===== config.mk =====
export PLATFORM = sky130hd
export DESIGN_NAME = sp_result_pack
export DESIGN_NICKNAME = d
export VERILOG_FILES = /design/src/rtl/sp_pack_pkg.sv /design/src/rtl/sp_align.sv /design/src/rtl/sp_round.sv /design/src/rtl/sp_result_pack.sv
export SDC_FILE = /design/constraint.sdc
export NUM_CORES = 1
export LEC_CHECK = 0
export CAP_MARGIN = 0
export CORE_MARGIN = 3
export CORE_UTILIZATION = 62
export DETAILED_ROUTE_END_ITERATION = 12
export GPL_TIMING_DRIVEN = 0
export HOLD_SLACK_MARGIN = 0.06
export PLACE_DENSITY_LB_ADDON = 0.12
export SYNTH_ARGS = -nofsm -noshare
export SYNTH_HDL_FRONTEND = slang
export SYNTH_SLANG_ARGS = --single-unit

===== constraint.sdc =====
create_clock -name clk_i -period 1.75 [get_ports clk_i]
set_clock_uncertainty 0.2 [all_clocks]
set_input_delay 0.2625 -clock clk_i [delete_from_list [all_inputs] [get_ports clk_i]]
set_output_delay 0.2625 -clock clk_i [all_outputs]
set_load 0.01 [all_outputs]

===== src/rtl/sp_pack_pkg.sv =====
package sp_pack_pkg;
  typedef enum logic [1:0] {
    CLS_ZERO = 2'd0,
    CLS_NUM  = 2'd1,
    CLS_INF  = 2'd2,
    CLS_NAN  = 2'd3
  } val_class_e;

  typedef enum logic [1:0] {
    RM_NEAR_EVEN = 2'd0,
    RM_TO_ZERO   = 2'd1,
    RM_UP        = 2'd2,
    RM_DOWN      = 2'd3
  } rmode_e;

  localparam int FRAC_W  = 23;
  localparam int SIG_W   = FRAC_W + 1;
  localparam int EXPF_W  = 8;
  localparam int BIAS    = 127;
  localparam int EXP_TOP = 255;
endpackage


===== src/rtl/sp_align.sv =====
module sp_align
  import sp_pack_pkg::*;
#(
  parameter int MANT_W = 28,
  parameter int EXP_W  = 10,
  localparam int BE_W  = EXP_W + 2,
  localparam int SH_W  = $clog2(MANT_W + 1)
) (
  input  logic signed [EXP_W-1:0] exp_i,
  input  logic [MANT_W-1:0]       mant_i,
  input  logic                    sticky_i,
  output logic [SIG_W-1:0]        kept_o,
  output logic                    guard_o,
  output logic                    round_o,
  output logic                    sticky_o,
  output logic signed [BE_W-1:0]  bexp_o,
  output logic                    tiny_o
);
  logic signed [BE_W-1:0] bexp;
  logic [BE_W-1:0]        sh_full;
  logic [SH_W-1:0]        sh;
  logic [MANT_W-1:0]      shifted;
  logic [MANT_W-1:0]      lost_mask;
  logic                   lost;

  always_comb begin
    bexp    = {{2{exp_i[EXP_W-1]}}, exp_i} + BE_W'(BIAS);
    tiny_o  = (bexp <= 0);
    sh_full = BE_W'(1) - bexp;
    if (!tiny_o)
      sh = '0;
    else if (sh_full >= BE_W'(MANT_W))
      sh = SH_W'(MANT_W);
    else
      sh = sh_full[SH_W-1:0];
    shifted   = mant_i >> sh;
    lost_mask = ~({MANT_W{1'b1}} << sh);
    lost      = |(mant_i & lost_mask);
  end

  assign bexp_o   = bexp;
  assign kept_o   = shifted[MANT_W-1 -: SIG_W];
  assign guard_o  = shifted[MANT_W-SIG_W-1];
  assign round_o  = shifted[MANT_W-SIG_W-2];
  assign sticky_o = (|shifted[MANT_W-SIG_W-3:0]) | lost | sticky_i;
endmodule


===== src/rtl/sp_round.sv =====
module sp_round
  import sp_pack_pkg::*;
(
  input  logic [SIG_W-1:0] kept_i,
  input  logic             guard_i,
  input  logic             round_i,
  input  logic             sticky_i,
  input  logic             sign_i,
  input  rmode_e           rmode_i,
  output logic [SIG_W:0]   sum_o,
  output logic             inexact_o,
  output logic             to_inf_o
);
  logic up;

  always_comb begin
    inexact_o = guard_i | round_i | sticky_i;
    unique case (rmode_i)
      RM_NEAR_EVEN: begin
        up       = guard_i & (round_i | sticky_i | kept_i[0]);
        to_inf_o = 1'b1;
      end
      RM_TO_ZERO: begin
        up       = 1'b0;
        to_inf_o = 1'b0;
      end
      RM_UP: begin
        up       = inexact_o & ~sign_i;
        to_inf_o = ~sign_i;
      end
      default: begin
        up       = inexact_o & sign_i;
        to_inf_o = sign_i;
      end
    endcase
    sum_o = {1'b0, kept_i} + (SIG_W+1)'(up);
  end
endmodule


===== src/rtl/sp_result_pack.sv =====
module sp_result_pack
  import sp_pack_pkg::*;
#(
  parameter int MANT_W = 28,
  parameter int EXP_W  = 10,
  localparam int BE_W  = EXP_W + 2
) (
  input  logic              clk_i,
  input  logic              rst_ni,
  input  logic              valid_i,
  input  logic [1:0]        class_i,
  input  logic              sign_i,
  input  logic [EXP_W-1:0]  exp_i,
  input  logic [MANT_W-1:0] mant_i,
  input  logic              sticky_i,
  input  logic [1:0]        rmode_i,
  input  logic              uf_trap_en_i,
  output logic              valid_o,
  output logic [31:0]       result_o,
  output logic              inexact_o,
  output logic              underflow_o,
  output logic              overflow_o
);
  logic [SIG_W-1:0]       kept;
  logic                   g_bit, r_bit, s_bit, tiny;
  logic signed [BE_W-1:0] bexp, exp_n;
  logic [SIG_W:0]         sum;
  logic                   nx, to_inf;
  logic [31:0]            res_d;
  logic                   nx_d, uf_d, of_d;

  sp_align #(.MANT_W(MANT_W), .EXP_W(EXP_W)) u_align (
    .exp_i    (signed'(exp_i)),
    .mant_i   (mant_i),
    .sticky_i (sticky_i),
    .kept_o   (kept),
    .guard_o  (g_bit),
    .round_o  (r_bit),
    .sticky_o (s_bit),
    .bexp_o   (bexp),
    .tiny_o   (tiny)
  );

  sp_round u_round (
    .kept_i    (kept),
    .guard_i   (g_bit),
    .round_i   (r_bit),
    .sticky_i  (s_bit),
    .sign_i    (sign_i),
    .rmode_i   (rmode_e'(rmode_i)),
    .sum_o     (sum),
    .inexact_o (nx),
    .to_inf_o  (to_inf)
  );

  always_comb begin
    exp_n = bexp + BE_W'(sum[SIG_W]);
    res_d = {sign_i, 31'b0};
    nx_d  = 1'b0;
    uf_d  = 1'b0;
    of_d  = 1'b0;
    unique case (val_class_e'(class_i))
      CLS_ZERO: res_d = {sign_i, 31'b0};
      CLS_INF:  res_d = {sign_i, 8'hff, 23'b0};
      CLS_NAN:  res_d = {sign_i, 8'hff, 1'b1, mant_i[MANT_W-3 -: FRAC_W-1]};
      default: begin
        nx_d = nx;
        if (tiny) begin
          // sum[23] set means promotion to the smallest normal
          res_d = {sign_i, 7'b0, sum[FRAC_W], sum[FRAC_W-1:0]};
          uf_d  = ~sum[FRAC_W] & (nx | uf_trap_en_i);
        end else if (exp_n >= BE_W'(EXP_TOP)) begin
          of_d  = 1'b1;
          nx_d  = 1'b1;
          res_d = to_inf ? {sign_i, 8'hff, 23'b0} : {sign_i, 8'hfe, 23'h7fffff};
        end else begin
          res_d = {sign_i, exp_n[EXPF_W-1:0], sum[FRAC_W-1:0]};
        end
      end
    endcase
  end

  always_ff @(posedge clk_i or negedge rst_ni) begin
    if (!rst_ni) begin
      valid_o     <= 1'b0;
      result_o    <= '0;
      inexact_o   <= 1'b0;
      underflow_o <= 1'b0;
      overflow_o  <= 1'b0;
    end else begin
      valid_o <= valid_i;
      if (valid_i) begin
        result_o    <= res_d;
        inexact_o   <= nx_d;
        underflow_o <= uf_d;
        overflow_o  <= of_d;
      end
    end
  end

  a_r11_valid_rise: assert property (@(posedge clk_i) disable iff (!rst_ni)
    valid_i |=> valid_o);
  a_r11_valid_fall: assert property (@(posedge clk_i) disable iff (!rst_ni)
    !valid_i |=> !valid_o);
  a_r11_hold: assert property (@(posedge clk_i) disable iff (!rst_ni)
    !valid_i |=> $stable(result_o));
  a_r1_zero_pack: assert property (@(posedge clk_i) disable iff (!rst_ni)
    (valid_i && class_i == CLS_ZERO) |=> (result_o == {$past(sign_i), 31'b0}) && !inexact_o);
  a_r10_ovf_inexact: assert property (@(posedge clk_i) disable iff (!rst_ni)
    overflow_o |-> inexact_o && !underflow_o);
  a_r10_ovf_range: assert property (@(posedge clk_i) disable iff (!rst_ni)
    overflow_o |-> result_o[30:24] == 7'h7f);
  a_r8_uf_tiny: assert property (@(posedge clk_i) disable iff (!rst_ni)
    underflow_o |-> result_o[30:23] == 8'h00);
  a_r3_nan_quiet: assert property (@(posedge clk_i) disable iff (!rst_ni)
    (valid_o && result_o[30:23] == 8'hff && result_o[22:0] != 23'b0) |-> result_o[22]);
endmodule


==> metrics.txt, run 1 <==
HPWL after DPL=approximately 19000 µm; clk sinks=36; Die W=around 100 µm; syn_area_per_cell=7.22 µm²; GP Congestion=between 1 and 1.5; post-synthesis cell type count=slightly below 100; last stage reached=global routing (5_1_grt); clock buffer depth=2; H-Tree Depth=2; die height=approximately 100 µm; Synth Register Bits=36; EDFF count, synth=0; top_reg_cell synth=dfrtp_1; area share of the largest cell type after synthesis=~15%; first-pass GRT wire length=slightly above 60000 µm; Root Buffer=clkbuf_8; top post-synthesis cells by area=dfrtp_1, a21oi_1, nor2_1; post-synthesis sequential area ratio=about 15%; Synth area leader=dfrtp_1; Ys Warns=0; Initial Util=64.2%; error msg=[ERROR GRT-0116] Global routing finished with congestion. Check the congestion regions in the DRC Viewer.; Total GRT Usage=between 70 and 80%; row count=35; fraction of registers with async set or reset after synthesis=between 90% and 100%; vias in the first global route=10800; Syn Nets=slightly below 900; most frequent cell after synthesis=nor2_1; status=did not finish; placed cell areas=slightly above 0.007 mm²; total grt overflow=15; Syn Inst Count=825; Placed Instances=~1000; post-synthesis cell area=between 0.005 and 0.006 mm²; # IOs=84; synth cell count leaders=nor2_1, nand2_1, a21oi_1; input/output buffers=74; largest net degree at the start of global routing=37; CTS buffer count=5
[layer usage]
layer / track usage, % / GRT overflow
met2: 89.2 / 6
met3: 56.8 / 2
met5: 40.5 / 0
met1: 70.6 / 1
met4: 74.8 / 6
[kinds of logic after synthesis]
| kind of cell | after synthesis | share of synthesized area (%) |
|---|---|---|
| AND/OR/NAND/NOR | 315 | 28.4 |
| buffers and inverters | 90 | 6.89 |
| adder cells (fa/ha/maj) | 10 | 2.10 |
| AO/OA/AOI/OAI | 317 | 38.2 |
| multiplexers | 26 | 4.60 |
| XOR/XNOR | 31 | 4.68 |
| flip-flops | 36 | 15.1 |
[what timing repair did]
item / CTS
hold endpoints to repair: 36
gates resized for setup: 135
buffers inserted: 87
setup endpoints to repair: 34
gates cloned: 3
pin swaps: 66
hold buffers: 1
[through the flow]
stage	util [%]	setup slack (ps)	TNS [ps]	hold WS, ps
detailed placement	77.3	-7850	-257440	188
CTS	91.7	-5930	-194160	196
global placement	77.3	-7630	-268630	277
floorplan	-	-5810	-187990	-233
==> run 2, diff against run 1 <==
CORE_UTILIZATION = 40   (was 62)
HOLD_SLACK_MARGIN = not set   (was 0.06)
PLACE_DENSITY_LB_ADDON = 0.15   (was 0.12)
==> metrics.txt, run 2 <==
Syn Inst Count=825 (unchanged); Crit path top cell by count=ha_4; Critical-path top delay cell=or3_4; Total Wirelength=roughly 30000 µm; GP Congestion=1.01 (was 1.45); Layout Utilization=61.9%; TNS Setup=-200360 ps; Slew HR=approximately a quarter; max-slew violations=0; Placed Instances=1079 (was 1028); post-synthesis sequential area ratio=15.1% (unchanged); Final Total Pwr=roughly 4.5 mW; most frequent cell after synthesis=nor2_1 (unchanged); via count=7915; final hold violation count=0; delay-heaviest family, CP=compound AO/OA/AOI/OAI gates; EDFF count, synth=0 (unchanged); worst path buffer plus inverter count=12; VDD IR-drop max=0.408 mV; failing checks=negative setup slack; Initial Util=42.0% (was 64.2%); Synth Register Bits=36 (unchanged); diode count=0; Slew @ Worst Pin=approximately 1100 ps; antenna violations before repair=0; CTS tree=done; Leakage=approximately 3.3 nW; Final ANT Viol Nets=0; vias in the first global route=7654; area share of the largest cell type after synthesis=15.1% (unchanged); Synth area leader=dfrtp_1 (unchanged); clk_lat worst skew=290 ps; wl on met1=between 10000 and 15000 µm; WL/cell=between 20 and 30 µm; # IOs=84 (unchanged); Root Buffer=clkbuf_16 (was clkbuf_8); post-layout min period=slightly below 8000 ps; wire length on met2=between 10000 and 15000 µm; CTS buffer count=5 (unchanged); HPWL after DPL=21400 µm (was 18800 µm); top post-synthesis cells by area=dfrtp_1, a21oi_1, nor2_1 (unchanged); Ys Warns=0 (unchanged); final worst setup slack=-6140 ps; fin cells=1166; proportion of layout cells with a drive suffix above 1=between 20% and 30%; CP Max Fanout=6; HP Class=input port to flop; placed cell areas=0.00724 mm² (was 0.00717 mm²); die height=128 µm (was 104 µm); Starting DRT DRC Count=915; post-synthesis cell type count=97 (unchanged); Total GRT Usage=34.8%; total die area=0.0164 mm²; synth cell count leaders=nor2_1, nand2_1, a21oi_1 (unchanged); largest net degree at the start of global routing=37; syn_area_per_cell=7.22 µm² (unchanged); commonest non-fill, non-tap cells in the layout=buf_4, nor2_1, clkdlybuf4s50_1, nand2_1, a21oi_1; unrepaired setup endpoints after global routing=yes; Pwr Density=~500 mW/mm²; Setup crit end kind=flop; Via density=6.79; Critical Path RT=between 1500 and 2000 ps; # nets final=1043; DR pass1 iterations=6; P&R area growth vs syn=47.6%; Setup violations, final=34; met3 wire length=about 3200 µm; input/output buffers=74 (unchanged); max_cap viols=0; Biggest register=result_o; uppermost layer routed=met4; Fmax=roughly 130 MHz; most common cell after layout, fill and taps aside=buf_4; fraction of registers with async set or reset after synthesis=100% (unchanged); row count=43 (was 35); WS Path Type=input port to flop; Std-Cell Core Area=0.0142 mm²; CP arrival=approximately 7900 ps; DRC Markers=0; clock buffer depth=2 (unchanged); CP max stage delay=just under 400 ps; total grt overflow=0; top_reg_cell synth=dfrtp_1 (unchanged); max reg flops=32; post-synthesis cell area=0.00596 mm² (unchanged); Die W=128 µm (was 104 µm); H-Tree Depth=2 (unchanged); first-pass GRT wire length=44500 µm; Syn Nets=883 (unchanged); clk sinks=36 (unchanged); period utilisation layout=451%; CTS clock-pin slew for the worst setup and hold paths=around 60 ps; status=finished with violations (was did not finish); nature of the critical path startpoint=input port; post-route design area=around 0.009 mm²
run 2: cell families after synthesis:
| logic type | after synthesis | synth area share (%) |
|---|---|---|
| multiplexers | 26 | 4.60 |
| flip-flops | 36 | 15.1 |
| adder cells (fa/ha/maj) | 10 | 2.10 |
| AO/OA/AOI/OAI | 317 | 38.2 |
| XOR/XNOR | 31 | 4.68 |
| AND/OR/NAND/NOR | 315 | 28.4 |
| buffers and inverters | 90 | 6.89 |
run 2: layout make-up:
class	count	area [µm²]
clock buffers	5	125
inverters	29	124
fillers	1311	5410
clock inverters	3	42.5
well taps	180	225
plain buffers	59	472
multi-input cells	699	5530
repair buffers	155	1380
flip-flops and latches	36	901
run 2: report_power, final:
group	switching, mW	internal [mW]	leakage (nW)	total, mW
Sequential	0.0502	0.916	0.451	0.967
Combinational	1.44	0.999	2.73	2.44
Clock	0.378	0.670	0.0798	1.05
Total	1.87	2.58	3.26	4.45
run 2: worst paths after layout:
check                      slack (ps)                     start                  endpoint  cells after the start
max                             -6140                  exp_i[0]  result_o[14]$_DFFE_PN0P_                     47
min                               220                class_i[0]   result_o[0]$_DFFE_PN0P_                      3
max reg2reg                       400  result_o[23]$_DFFE_PN0P_  result_o[23]$_DFFE_PN0P_                      6
min reg2reg                       290   result_o[1]$_DFFE_PN0P_   result_o[1]$_DFFE_PN0P_                      2
max in group asynchronous         420                    rst_ni  result_o[12]$_DFFE_PN0P_                      2
min in group asynchronous         410                    rst_ni     inexact_o$_DFFE_PN0P_                      2
run 2: stage by stage:
| step | setup slack, ps | hold WS, ps |
|---|---|---|
| after global routing | -6340 | 263 |
| after detailed placement | -8060 | 204 |
| final | -6140 | 224 |
| after CTS | -5980 | 216 |
| after global placement | -8100 | 282 |
| after floorplan | -5810 | -233 |
run 2: worst register-to-register path, cell delays in order, from the launching register on:
cell and delay [ps]:
dfrtp_1 380, nor2_1 90, a21oi_1 70, nor2_1 150, nand4_1 120, mux2i_1 170, nor2_1 60
run 2: layer usage:
| layer | vias to the layer above | global-route usage (%) |
|---|---|---|
| li1 | 3510 | - |
| met1 | 3668 | 46.0 |
| met2 | 585 | 54.2 |
| met3 | 152 | 6.50 |
| met4 | 0 | 17.4 |
| met5 | - | 0 |
run 2: timing repair:
action	4_1_cts	5_1_grt
resized for setup	140	42
setup buffers	56	23
hold buffers	1	0
pin swaps	52	44
setup endpoints to repair	34	35
gates cloned	1	0
endpoints found under the hold margin	36	0
(Power assumes the default switching activity.)
